$ cat src/rtl/blkmove_engine.sv
module blkmove_engine #(
  parameter int IDX_W  = 16,
  parameter int BANK_W = 8,
  parameter int DATA_W = 8
) (
  input  logic                    clk,
  input  logic                    rst_n,
  input  logic                    start,
  input  logic                    descend,
  input  logic                    idx8,
  input  logic [BANK_W-1:0]       src_bank,
  input  logic [BANK_W-1:0]       dst_bank,
  input  logic [IDX_W-1:0]        x_in,
  input  logic [IDX_W-1:0]        y_in,
  input  logic [IDX_W-1:0]        cnt_in,
  output logic                    busy,
  output logic                    done,
  output logic                    rerun,
  output logic [IDX_W-1:0]        x_out,
  output logic [IDX_W-1:0]        y_out,
  output logic [IDX_W-1:0]        cnt_out,
  output logic [BANK_W-1:0]       dbank_out,
  output logic                    req_valid,
  output logic                    req_write,
  output logic [BANK_W+IDX_W-1:0] req_addr,
  output logic [DATA_W-1:0]       req_wdata,
  input  logic                    req_ready,
  input  logic                    rd_valid,
  input  logic [DATA_W-1:0]       rd_data,
  input  logic                    wr_ack
);
  typedef enum logic [2:0] {S_IDLE, S_RREQ, S_RWAIT, S_WREQ, S_WWAIT, S_GAP1, S_GAP2} st_t;

  st_t               st;
  logic [BANK_W-1:0] sbank_q;
  logic              dn_q, n8_q;
  logic [DATA_W-1:0] byte_q;

  function automatic logic [IDX_W-1:0] step(input logic [IDX_W-1:0] v,
                                            input logic dn, input logic nrw);
    logic [IDX_W-1:0] full;
    full = dn ? v - IDX_W'(1) : v + IDX_W'(1);
    return nrw ? {v[IDX_W-1:8], full[7:0]} : full;
  endfunction

  assign busy      = (st != S_IDLE);
  assign req_valid = (st == S_RREQ) || (st == S_WREQ);
  assign req_write = (st == S_WREQ);
  assign req_addr  = (st == S_WREQ) ? {dbank_out, y_out} : {sbank_q, x_out};
  assign req_wdata = byte_q;

  always_ff @(posedge clk) begin
    if (!rst_n) begin
      st        <= S_IDLE;
      sbank_q   <= '0;
      dbank_out <= '0;
      dn_q      <= 1'b0;
      n8_q      <= 1'b0;
      byte_q    <= '0;
      x_out     <= '0;
      y_out     <= '0;
      cnt_out   <= '0;
      done      <= 1'b0;
      rerun     <= 1'b0;
    end else begin
      done  <= 1'b0;
      rerun <= 1'b0;
      case (st)
        S_IDLE: if (start) begin
          sbank_q   <= src_bank;
          dbank_out <= dst_bank;
          dn_q      <= descend;
          n8_q      <= idx8;
          x_out     <= x_in;
          y_out     <= y_in;
          cnt_out   <= cnt_in;
          st        <= S_RREQ;
        end
        S_RREQ:  if (req_ready) st <= S_RWAIT;
        S_RWAIT: if (rd_valid) begin
          byte_q <= rd_data;
          st     <= S_WREQ;
        end
        S_WREQ:  if (req_ready) st <= S_WWAIT;
        S_WWAIT: if (wr_ack) begin
          x_out <= step(x_out, dn_q, n8_q);
          y_out <= step(y_out, dn_q, n8_q);
          st    <= S_GAP1;
        end
        S_GAP1: st <= S_GAP2;
        S_GAP2: begin
          cnt_out <= cnt_out - IDX_W'(1);
          if (cnt_out != '0) begin
            rerun <= 1'b1;
            st    <= S_RREQ;
          end else begin
            done <= 1'b1;
            st   <= S_IDLE;
          end
        end
        default: st <= S_IDLE;
      endcase
    end
  end
endmodule


$ cat config.mk
export PLATFORM = sky130hd
export DESIGN_NAME = blkmove_engine
export DESIGN_NICKNAME = d
export VERILOG_FILES = /design/src/rtl/blkmove_engine.sv
export SDC_FILE = /design/constraint.sdc
export NUM_CORES = 1
export LEC_CHECK = 0
export CAP_MARGIN = 40
export CORE_MARGIN = 2
export CORE_UTILIZATION = 51
export DETAILED_ROUTE_END_ITERATION = 10
export DONT_BUFFER_PORTS = 1
export PLACE_DENSITY = 0.73
export SETUP_SLACK_MARGIN = 0.2
export SLEW_MARGIN = 30
export SYNTH_ARGS = -nofsm -noshare
export SYNTH_HDL_FRONTEND = slang
export SYNTH_SLANG_ARGS = --single-unit
export TNS_END_PERCENT = 30
$ cat constraint.sdc
create_clock -name clk -period 4.08 [get_ports clk]
set_clock_uncertainty 0.15 [all_clocks]
set_input_delay 0.204 -clock clk [delete_from_list [all_inputs] [get_ports clk]]
set_output_delay 0.204 -clock clk [all_outputs]
set_load 0.05 [all_outputs]
After elaboration in Yosys (flattened, before gate mapping)
Cells that the tools add are included.
{"block": "op_classes", "n_addsub": 5, "n_eq_ne": 12, "mux": 22, "reduce_logical": 13}
{"operator": "$mux 16", "count": 9}
{"operator": "$pmux 16 s2", "count": 3}
{"operator": "$sub 16x1->16 const B", "count": 3}
{"operator": "$add 16x1->16 const B", "count": 2}
{"operator": "$mux 24", "count": 1}
{"operator": "$pmux 3 s7", "count": 1}
{"operator": "$reduce_bool 16->1", "count": 1}
{"operator": "$mux 3", "count": 5}
{"operator": "$ne 2x2->1 const B", "count": 5}
{"operator": "$eq 3x3->1 const B", "count": 3}
{"operator": "$reduce_and 2->1", "count": 4}
{"operator": "$eq 3x2->1 const B", "count": 2}
{"operator": "$reduce_and 5->1", "count": 1}
{"operator": "$reduce_and 4->1", "count": 1}
{"operator": "$reduce_bool 2->1", "count": 2}
{"operator": "$eq 3x1->1 const B", "count": 1}
{"operator": "$logic_not 3->1", "count": 1}
{"operator": "$mux 1", "count": 3}
{"operator": "$reduce_and 3->1", "count": 1}
{"operator": "$reduce_bool 3->1", "count": 1}
{"operator": "$ne 2x1->1 const B", "count": 1}
{"operator": "$logic_or 1x1->1", "count": 1}
{"block": "word_totals", "reg_bits": 79, "input_bits": 80}

Logic depth before layout (Yosys ltp)
Gate-level depths: netlist of run 1.
{"block": "depth", "word_depth": 5, "depth_mapped": 9}

Worst setup path after synthesis of run 1
Ideal clock, no wire load.
{"block": "synth_path", "path_kind": "reg-to-reg", "from": "register dn_q", "to": "register x_out[15]", "t_arrival_ns": 2.762, "slack_ns": 1.048, "stages_incl_launch_ff": 8, "synth_period_minus_slack_ns": 3.032, "path_cell_list": "dfxtp_1 -> ha_1 -> or4_1 -> o21a_1 -> o211a_1 -> or3_1 -> and4_1 -> o31a_1"}
{"block": "synth_via", "elab_chain_len": 4}
{"element": "from (decl)", "line_no": "36", "rtl": "logic dn_q, n8_q;"}
{"element": "from (signal assigned)", "line_no": "72", "rtl": "dn_q <= descend;"}
{"element": "$mux 16", "line_no": "42", "rtl": "full = dn ? v - IDX_W'(1) : v + IDX_W'(1);"}
{"element": "$mux 16", "line_no": "43", "rtl": "return nrw ? {v[IDX_W-1:8], full[7:0]} : full;"}
{"element": "$mux 16", "line_no": "85", "rtl": "S_WWAIT: if (wr_ack) begin"}
{"element": "$pmux 16 s2", "line_no": "68", "rtl": "case (st)"}
{"element": "to (signal assigned)", "line_no": "74", "rtl": "x_out <= x_in;"}
{"element": "to (signal assigned)", "line_no": "86", "rtl": "x_out <= step(x_out, dn_q, n8_q);"}
{"element": "to (decl)", "line_no": "19", "rtl": "output logic [IDX_W-1:0] x_out,"}
No other way between the ends. The select of a mux whose other input is x is not followed.
A chain may end at the register's enable or synchronous reset.

Final worst setup path of run 1
{"block": "layout_path", "from": "register st[2]", "to": "register x_out[5]"}
{"block": "layout_via", "elab_chain_len": 3, "word_cells_on_any_way": 7, "cone_classes": "eq/ne (3); mux (1); reduce/logical (3)"}
{"element": "from (decl)", "line_no": "34", "rtl": "st_t st;"}
{"element": "from (signal assigned)", "line_no": "54", "rtl": "st <= S_IDLE;"}
{"element": "from (signal assigned)", "line_no": "77", "rtl": "st <= S_RREQ;"}
{"element": "from (signal assigned)", "line_no": "79", "rtl": "S_RREQ: if (req_ready) st <= S_RWAIT;"}
{"element": "$eq 3x3->1 / $logic_not 3->1 (equally long branches)", "line_no": "68"}
{"element": "$ne 2x2->1 (no source line) / $reduce_bool 2->1 (equally long branches)"}
{"element": "$reduce_and 3->1 (no source line)"}
Several ways; a longest one is shown, not always the timed one.

==> flow_metrics.env, run 1 <==
export IMPL_status="complete, no violations"
export IMPL_ff2ff_path_depth=5
export IMPL_setup_viol=0
export IMPL_tightest_slew_ns=0.734
export IMPL_numCtsBuffers=9
export IMPL_power_density_mw_per_mm2=366
export IMPL_synth_common_cells="nand2_1, dfxtp_1, a21oi_1"
export IMPL_r2r_start="st[2]"
export IMPL_synth_area_per_cell_um2=7.72
export IMPL_nNetsFinal=845
export IMPL_htreeDepth=3
export IMPL_async_flop_share_pct=0
export IMPL_post_cts_resized=0
export IMPL_synth_cell_types=59
export IMPL_gr_total_overflow=0
export IMPL_layout_drive_gt1_share_pct=9.21
export IMPL_firstDrtPassIters=5
export IMPL_dpl_instance_area_mm2=0.00537
export IMPL_yosysTopAreaCell="dfxtp_1"
export IMPL_synth_area_mm2=0.00528
export IMPL_fin_setup_tns_ns=0
export IMPL_clock_latency_ns=0.37
export IMPL_area_growth_syn_to_layout_pct=18.9
export IMPL_min_to="x_out[4]"
export IMPL_start_util_pct=51.8
export IMPL_seq_area_frac_synth_pct=30.0
export IMPL_synth_seq_cells=79
export IMPL_drt_iter0_drc=458
export IMPL_min_period_ns=3.08
export IMPL_report_final_slew_viol_count=0
export IMPL_grt_pass1_wl_um=26100
export IMPL_diodes=0
export IMPL_drv_cap=0
export IMPL_wl_per_cell_um=18.7
export IMPL_gp_congestion=0.925
export IMPL_synthTopCellsByArea="dfxtp_1, ha_1, nand2_1"
export IMPL_wl_um=16300
export IMPL_vias_per_cell=6.30
export IMPL_cts_hold_buf=70
export IMPL_synth_edf_count=0
export IMPL_antenna_left=0
export IMPL_netlist_area_leader_share_pct=30.0
export IMPL_ios=173
export IMPL_cp_required_ns=4.14
export IMPL_grt_use_total_pct=28.8
export IMPL_relSlewSlack_pct=51.0
export IMPL_hold_class="in2reg"
export IMPL_die_area_mm2=0.0112
export IMPL_clock_root_buffer="clkbuf_8"
export IMPL_fp_dieH_um=106
export IMPL_grt_pass1_vias=5223
export IMPL_hp_start="x_in[4]"
export IMPL_layout_area_seq_mm2=0.00158
export IMPL_yosysWarnings=0
export IMPL_fillers=913
export IMPL_cts_sinks=79
export IMPL_syn_nets=795
export IMPL_clkTransAtPathRegs_ns=0.10
export IMPL_multi_input_area_mm2=0.00349
export IMPL_finalHoldViolations=0
export IMPL_cts_tree="built"
export IMPL_rsz0062_at_grt="no"
export IMPL_clockBufferDepth=2
export IMPL_critical_path_class="reg2reg"
export IMPL_max_vdd_ir_drop_v=0.000244
export IMPL_post_dp_hpwl_um=11000
export IMPL_crit_fanout=33
export IMPL_vias=5508
export IMPL_syn_inst=683
export IMPL_coreArea_mm2=0.0102
export IMPL_yosysMostFrequentCell="nand2_1"
export IMPL_r2r_slack_ns=1.0
export IMPL_grt_max_degree=62
export IMPL_fin_area_mm2=0.00627
export IMPL_leakage_nw=2.48
export IMPL_die_width_um=106
export IMPL_rows=37
export IMPL_clock_fmax_mhz=325
export IMPL_fin_crit_sh_pct=75.5
export IMPL_ys_dominant_reg_cell="dfxtp_1"
export IMPL_postCtsSetupBuffers=0
export IMPL_rr_endpoint="x_out[5]"
export IMPL_cp_start_kind="flop"
export IMPL_min_path_cells=4
export IMPL_crit_arrival_ns=3.14
export IMPL_io_buffers=0
export IMPL_critPathCaptureType="flop"
export IMPL_antenna_found_initial=0
export IMPL_drcViolationCount=0
-- logic make-up (layout without fill, tap and decap cells) --
| family | count (synthesis) | after routing | share of synthesized area [%] |
|---|---|---|---|
| and+or+nand+nor | 260 | 260 | 23.1 |
| AOI/OAI and AO/OA | 201 | 201 | 24.2 |
| DFF | 79 | 79 | 30.0 |
| buffers and inverters | 56 | 111 | 4.20 |
| muxes | 39 | 39 | 7.97 |
| adders and majority gates | 32 | 32 | 7.87 |
| xor gates and xnor gates | 16 | 16 | 2.66 |
-- report_power, final --
part	leakage, nW	internal [mW]	switching [mW]
clock network	0.0827	0.226	0.334
logic	1.75	0.236	0.403
registers	0.648	0.833	0.265
-- layout make-up --
class	count	share of cell area, %
multi-input combinational	548	55.6
sequential	79	25.2
timing repair buffer	84	12.9
tap	136	2.71
clock buffer	9	1.98
clock inverter	7	0.858
inverter	11	0.698
-- worst max path at each step --
stage	start	end	slack, ns	cells past startpoint
finish	st[2]	x_out[5]	1.0	5
global route	st[2]	x_out[4]	0.74	6
CTS	dn_q	y_out[14]	0.90	7
detailed placement	dn_q	y_out[14]	0.91	7
global placement	dn_q	y_out[14]	1.03	7
floorplan	dn_q	x_out[15]	1.05	7
-- registers in the layout (all words and copies together), names as in the netlist --
signal	count
x_out	16
st	3
req_wdata	8
rerun	1
n8_q	1
y_out	16
dn_q	1
cnt_out	16
done	1
dbank_out	8
sbank_q	8
-- layer usage --
layer | GRT usage, % | vias up | share of wire, %
met1 | 36.7 | 2615 | 42
met5 | 0 | - | 0
met4 | 11.7 | 0 | 2.7
met3 | 5.38 | 34 | 6.9
met2 | 47.8 | 232 | 48
li1 | - | 2627 | -
-- through the flow --
step	hold slack, ns	util, %	setup slack, ns	instances	total power, mW
5_1_grt	0.0234	61.6	0.742	874	2.40
6_report	0.00935	61.6	1.00	874	2.30
2_1_floorplan	0.190	-	1.05	683	1.56
3_5_place_dp	0.190	52.8	0.907	786	1.68
3_3_place_gp	0.186	52.6	1.03	784	1.66
4_1_cts	0.00876	61.4	0.899	872	2.29
-- layout by cell type, fill, tap and decap left out, types with 4 or more instances in the layout --
master	instances
o311ai_0	5
nor3_1	18
or2_2	4
dlygate4sd3_1	69
nand3_1	24
a21o_1	7
clkbuf_8	9
nor4_1	5
a21oi_1	71
xor2_1	6
ha_1	30
a31oi_1	13
nor2_1	55
o31ai_1	6
o211ai_1	7
a211oi_1	14
nor3b_1	5
nand4_1	10
o21a_1	9
buf_4	11
and3_1	7
dfxtp_1	79
xnor2_1	10
mux2i_1	15
or4_1	7
a311oi_1	5
mux2_2	24
o21ai_0	34
or3_1	9
inv_1	10
nand2_1	99
a2111oi_0	6
-- critical path, stage by stage, from the launching register on --
cell	delay (ns)
dfxtp_1	0.60
or3_1	0.52
or2_2	0.64
nand2_1	0.59
o21ai_0	0.33
a31oi_1	0.07
Note: power is estimated with default switching activity, not from simulation.
==> run 2: changes to the inputs <==
clock period = 3.06 ns   (was 4.08 ns; I/O delays follow)
==> run 2 against run 1 <==
Combinational power rose by 80%. Clock power rose by 36%. Worst setup slack lost 0.71 ns. Fmax up 11%. Worst hold slack better by 0.021 ns. Cell count is 5.3% higher. Critical path type unchanged. Largest power group unchanged.
==> flow_metrics.env, run 2 (synthesis results as in run 1) <==
export IMPL_clock_root_buffer="clkbuf_8"
export IMPL_crit_fanout=13
export IMPL_coreArea_mm2=0.0102
export IMPL_r2r_slack_ns=0.29
export IMPL_tightest_slew_ns=0.734
export IMPL_path_depth=8
export IMPL_critical_path_class="reg2reg"
export IMPL_ios=173
export IMPL_diodes=0
export IMPL_leakage_nw=2.73
export IMPL_gp_congestion=0.958
export IMPL_fin_setup_tns_ns=0
export IMPL_numCtsBuffers=9
export IMPL_report_final_slew_viol_count=0
export IMPL_clkTransAtPathRegs_ns=0.09
export IMPL_cp_top_family="compound AO/OA/AOI/OAI gates"
export IMPL_grt_pass1_wl_um=27500
export IMPL_slowest_stage="or3b_2"
export IMPL_fin_crit_sh_pct=90.5
export IMPL_fp_dieH_um=106
export IMPL_start_util_pct=51.8
export IMPL_max_vdd_ir_drop_v=0.000273
export IMPL_cp_cell_sequence="buf_6 > fa_1 > nand3_1 > a21oi_1 > o31ai_1 > or3b_2 > xnor2_1 > a2111oi_2"
export IMPL_fillers=855
export IMPL_clock_latency_ns=0.36
export IMPL_antenna_found_initial=0
export IMPL_cts_sinks=79
export IMPL_wl_um=17500
export IMPL_vias=5716
export IMPL_relSlewSlack_pct=51.1
export IMPL_gr_total_overflow=0
export IMPL_largestRegisters="cnt_out (16), x_out (16), y_out (16)"
export IMPL_final_cell_mix="nand2_1, dfxtp_1, dlygate4sd3_1"
export IMPL_rsz0062_at_grt="no"
export IMPL_firstDrtPassIters=5
export IMPL_grt_use_total_pct=30.4
export IMPL_ff2ff_path_depth=8
export IMPL_r2r_start="dn_q"
export IMPL_clockBufferDepth=2
export IMPL_hold_class="in2reg"
export IMPL_finalHoldViolations=0
export IMPL_die_area_mm2=0.0112
export IMPL_area_growth_syn_to_layout_pct=26.1
export IMPL_critPathCaptureType="flop"
export IMPL_die_width_um=106
export IMPL_drt_iter0_drc=432
export IMPL_io_buffers=0
export IMPL_rr_endpoint="y_out[14]"
export IMPL_drcViolationCount=0
export IMPL_clock_fmax_mhz=361
export IMPL_drv_cap=0
export IMPL_cp_required_ns=3.15
export IMPL_min_period_ns=2.77
export IMPL_rows=37
export IMPL_htreeDepth=3
export IMPL_crit_arrival_ns=2.86
export IMPL_worstSetupStartpoint="dn_q"
export IMPL_cp_endpoint="y_out[14]"
export IMPL_wl_per_cell_um=19.0
export IMPL_max_stage_delay_ns=0.48
export IMPL_antenna_left=0
export IMPL_post_dp_hpwl_um=11800
export IMPL_status="complete, no violations"
export IMPL_grt_pass1_vias=5469
export IMPL_vias_per_cell=6.21
export IMPL_nNetsFinal=891
export IMPL_path_buf_inv=1
export IMPL_grt_max_degree=47
export IMPL_power_density_mw_per_mm2=477
export IMPL_cp_start_kind="flop"
export IMPL_setup_viol=0
export IMPL_utilization_pct=65.3
export IMPL_layout_commonest_cell="nand2_1"
export IMPL_layout_drive_gt1_share_pct=14.3
export IMPL_cts_tree="built"
run 2: changes by cell type in the layout (fill, tap and decap cells not counted), sizes merged:
cell	previous run	this run
buf	13	57
dlygate4sd3	69	73
clkinv	1	3
inv	14	12
clkdlybuf4s18	1	0
clkinvlp	3	2
run 2: per-layer routing:
metal | track usage [%] | part of all wire [%] | wire [µm]
met1 | 39.7 | 43 | 7580
met2 | 50.7 | 47 | 8260
met3 | 5.69 | 7.2 | 1250
met4 | 9.49 | 2.1 | 371
met5 | 0 | 0 | 0
run 2: stage by stage:
step	cell area (µm²)	total power [mW]	setup slack (ns)	hold slack, ns	cells
after global routing	6650	3.32	0.230	0.0527	920
after global placement	5700	2.31	0.214	0.137	828
after CTS	6630	3.16	0.285	0.0186	918
after floorplan	5280	2.08	0.333	0.132	683
final	6650	3.18	0.290	0.0307	920
after detailed placement	5700	2.33	0.156	0.141	828
run 2: worst min path at each step:
stage / to / slack (ns) / cells past startpoint / from
after floorplan: dn_q / 0.13 / 2 / descend
after global placement: x_out[15] / 0.14 / 1 / rst_n
after detailed placement: x_out[15] / 0.14 / 1 / rst_n
after CTS: st[0] / 0.02 / 4 / wr_ack
after global routing: x_out[12] / 0.05 / 3 / x_in[12]
final: x_out[12] / 0.03 / 3 / x_in[12]
run 2: what timing repair did:
item	CTS	global route
endpoints found under the hold margin	77	0
endpoints found under the setup margin	1	1
resized for setup	1	2
hold buffers	74	0
setup buffers	0	1
run 2: final cells by class:
| type | instances | area [µm²] | area share, % |
|---|---|---|---|
| Clock inverter | 6 | 52.6 | 0.790 |
| Tap cell | 136 | 170 | 2.56 |
| Clock buffer | 10 | 138 | 2.07 |
| Sequential cell | 79 | 1590 | 23.8 |
| Inverter | 11 | 41.3 | 0.621 |
| Timing Repair Buffer | 130 | 1170 | 17.6 |
| Multi-Input combinational cell | 548 | 3490 | 52.5 |
run 2: worst reg2reg max path: cells and delay by family (launching register included):
family | cells | cell delay, ns
buffers and inverters | 1 | 0.18
AO/OA/AOI/OAI | 3 | 0.73
XOR/XNOR | 1 | 0.15
flip-flops | 1 | 0.42
adder cells (fa/ha/maj) | 1 | 0.42
AND/OR/NAND/NOR | 2 | 0.61
run 2: power breakdown:
| group | internal [mW] | switching (mW) |
|---|---|---|
| Clock | 0.328 | 0.433 |
| Combinational | 0.384 | 0.766 |
| Sequential | 1.11 | 0.155 |
| Total | 1.82 | 1.35 |
==> run 3: changes to the inputs <==
PLACE_DENSITY = 0.64   (was 0.73)
==> run 3 against run 2 <==
Clock power shrank 2%. Utilization is essentially flat. Final area is essentially flat. Register-to-register slack is essentially flat. Clock-buffer cell count grew 1. Combinational power is essentially flat. Worst setup slack gained 0.0017 ns. First-iteration DRC count shrank 18%. Sequential power is essentially flat. Total power shrank 0.96%. Largest cell class unchanged. Largest power group unchanged. Highest routed layer unchanged.
==> flow_metrics.env, run 3 (synthesis results as in run 1) <==
export IMPL_antenna_found_initial=0
export IMPL_diodes=0
export IMPL_grt_pass1_vias=5365
export IMPL_cp_endpoint="y_out[14]"
export IMPL_max_stage_delay_ns=0.48
export IMPL_finalHoldViolations=0
export IMPL_whs_ns=0.0109
export IMPL_layout_drive_gt1_share_pct=14.2
export IMPL_clock_latency_ns=0.36
export IMPL_power_density_mw_per_mm2=473
export IMPL_p_sw_share_pct=41.8
export IMPL_coreArea_mm2=0.0102
export IMPL_fp_dieH_um=106
export IMPL_cp_cell_sequence="buf_6 > fa_1 > nand3_1 > a21oi_1 > o31ai_1 > or3b_2 > xnor2_1 > a2111oi_0"
export IMPL_layout_area_seq_mm2=0.00159
export IMPL_multi_input_area_mm2=0.00349
export IMPL_rsz0062_at_grt="no"
export IMPL_crit_fanout=11
export IMPL_rr_endpoint="y_out[14]"
export IMPL_cp_required_ns=3.16
export IMPL_fillers=905
export IMPL_r2r_slack_ns=0.29
export IMPL_power_internal_mw=1.83
export IMPL_crit_arrival_ns=2.87
export IMPL_relSlewSlack_pct=49.6
export IMPL_critPathCaptureType="flop"
export IMPL_r2r_start="dn_q"
export IMPL_fin_area_mm2=0.00665
export IMPL_seq_power_share_pct=40.1
export IMPL_clkPwrFrac_pct=23.8
export IMPL_hold_class="in2reg"
export IMPL_min_path_cells=4
export IMPL_netSwitchingPower_mw=1.31
export IMPL_drt_iter0_drc=355
export IMPL_nNetsFinal=893
export IMPL_tightest_slew_ns=0.756
export IMPL_grt_pass1_wl_um=26200
export IMPL_gp_congestion=0.944
export IMPL_rows=37
export IMPL_critical_path_class="reg2reg"
export IMPL_die_width_um=106
export IMPL_cp_start_kind="flop"
export IMPL_cts_tree="built"
export IMPL_setup_viol=0
export IMPL_post_dp_hpwl_um=11000
export IMPL_report_final_slew_viol_count=0
export IMPL_numCtsBuffers=9
export IMPL_leakage_nw=2.74
export IMPL_grt_use_total_pct=29.0
export IMPL_wl_um=16400
export IMPL_io_buffers=0
export IMPL_clockBufferDepth=2
export IMPL_dpl_instance_area_mm2=0.00569
export IMPL_layout_commonest_cell="nand2_1"
export IMPL_path_depth=8
export IMPL_drcViolationCount=0
export IMPL_clock_fmax_mhz=361
export IMPL_cp_top_family="compound AO/OA/AOI/OAI gates"
export IMPL_vias=5599
export IMPL_min_period_ns=2.77
export IMPL_antenna_left=0
export IMPL_firstDrtPassIters=6
export IMPL_cts_sinks=79
export IMPL_slowest_stage="or3b_2"
export IMPL_ios=173
export IMPL_die_area_mm2=0.0112
export IMPL_max_vdd_ir_drop_v=0.000367
export IMPL_grt_max_degree=62
export IMPL_comb_power_share_pct=36.1
export IMPL_clkTransAtPathRegs_ns=0.08
export IMPL_clock_root_buffer="clkbuf_8"
export IMPL_fin_setup_tns_ns=0
export IMPL_start_util_pct=51.8
export IMPL_path_buf_inv=1
export IMPL_worstSetupStartpoint="dn_q"
export IMPL_status="complete, no violations"
export IMPL_fin_crit_sh_pct=90.5
export IMPL_vias_per_cell=6.07
export IMPL_ff2ff_path_depth=8
export IMPL_area_growth_syn_to_layout_pct=26.1
export IMPL_htreeDepth=3
export IMPL_drv_cap=0
export IMPL_gr_total_overflow=0
export IMPL_final_cell_mix="nand2_1, dfxtp_1, dlygate4sd3_1"
export IMPL_largestRegisters="cnt_out (16), x_out (16), y_out (16)"
export IMPL_wl_per_cell_um=17.7
-- run 3: worst min-delay path by stage --
stage	startpoint	endpoint
finish	rd_valid	req_wdata[7]
floorplan	descend	dn_q
global placement	rst_n	x_out[15]
detailed placement	rst_n	x_out[15]
global route	rd_valid	req_wdata[7]
CTS	rst_n	cnt_out[1]
-- run 3: per-layer routing --
metal  GRT usage (%)  wire length (µm)  vias to the layer above
li1                -                 -                     2725
met5               0                 0                        -
met4            10.5               342                        0
met2            49.1              7770                      216
met3            6.31              1120                       26
met1            36.3              7140                     2632
-- run 3: per-stage QoR --
step                      total power [mW]  worst slack [ns]  util (%)  instances
after floorplan                       2.08             0.333         -        683
after global placement                2.30             0.256      55.8        828
after detailed placement              2.31             0.182      55.9        828
after CTS                             3.15             0.310      65.2        920
after global routing                  3.31             0.219      65.3        922
final                                 3.15             0.292      65.3        922
-- run 3: power groups by stage --
stage,Clock [mW],Combinational [mW],Sequential (mW)
4_1_cts,0.773,1.12,1.26
6_report,0.750,1.13,1.26
5_1_grt,0.810,1.23,1.27
2_1_floorplan,0,0.627,1.45
3_3_place_gp,0,1.01,1.29
3_5_place_dp,0,1.03,1.29
-- run 3: worst register-to-register path, cell delays in order, from the launching register on --
cell and delay (ns):
dfxtp_4 0.41, buf_6 0.17, fa_1 0.41, nand3_1 0.13, a21oi_1 0.11, o31ai_1 0.29
or3b_2 0.48, xnor2_1 0.13, a2111oi_0 0.37
-- run 3: final cells by class --
class	instances	area share [%]
sequential	79	23.8
tap	136	2.56
inverter	11	0.658
multi-input combinational	548	52.4
timing repair buffer	132	17.7
clock inverter	5	0.489
clock buffer	11	2.28
-- run 3: repair_timing --
action                                 4_1_cts  5_1_grt
gates resized for setup                      1        1
setup endpoints to repair                    2        2
gates cloned                                 0        0
endpoints found under the hold margin       77        0
hold buffers                                76        0
buffers inserted                             0        1
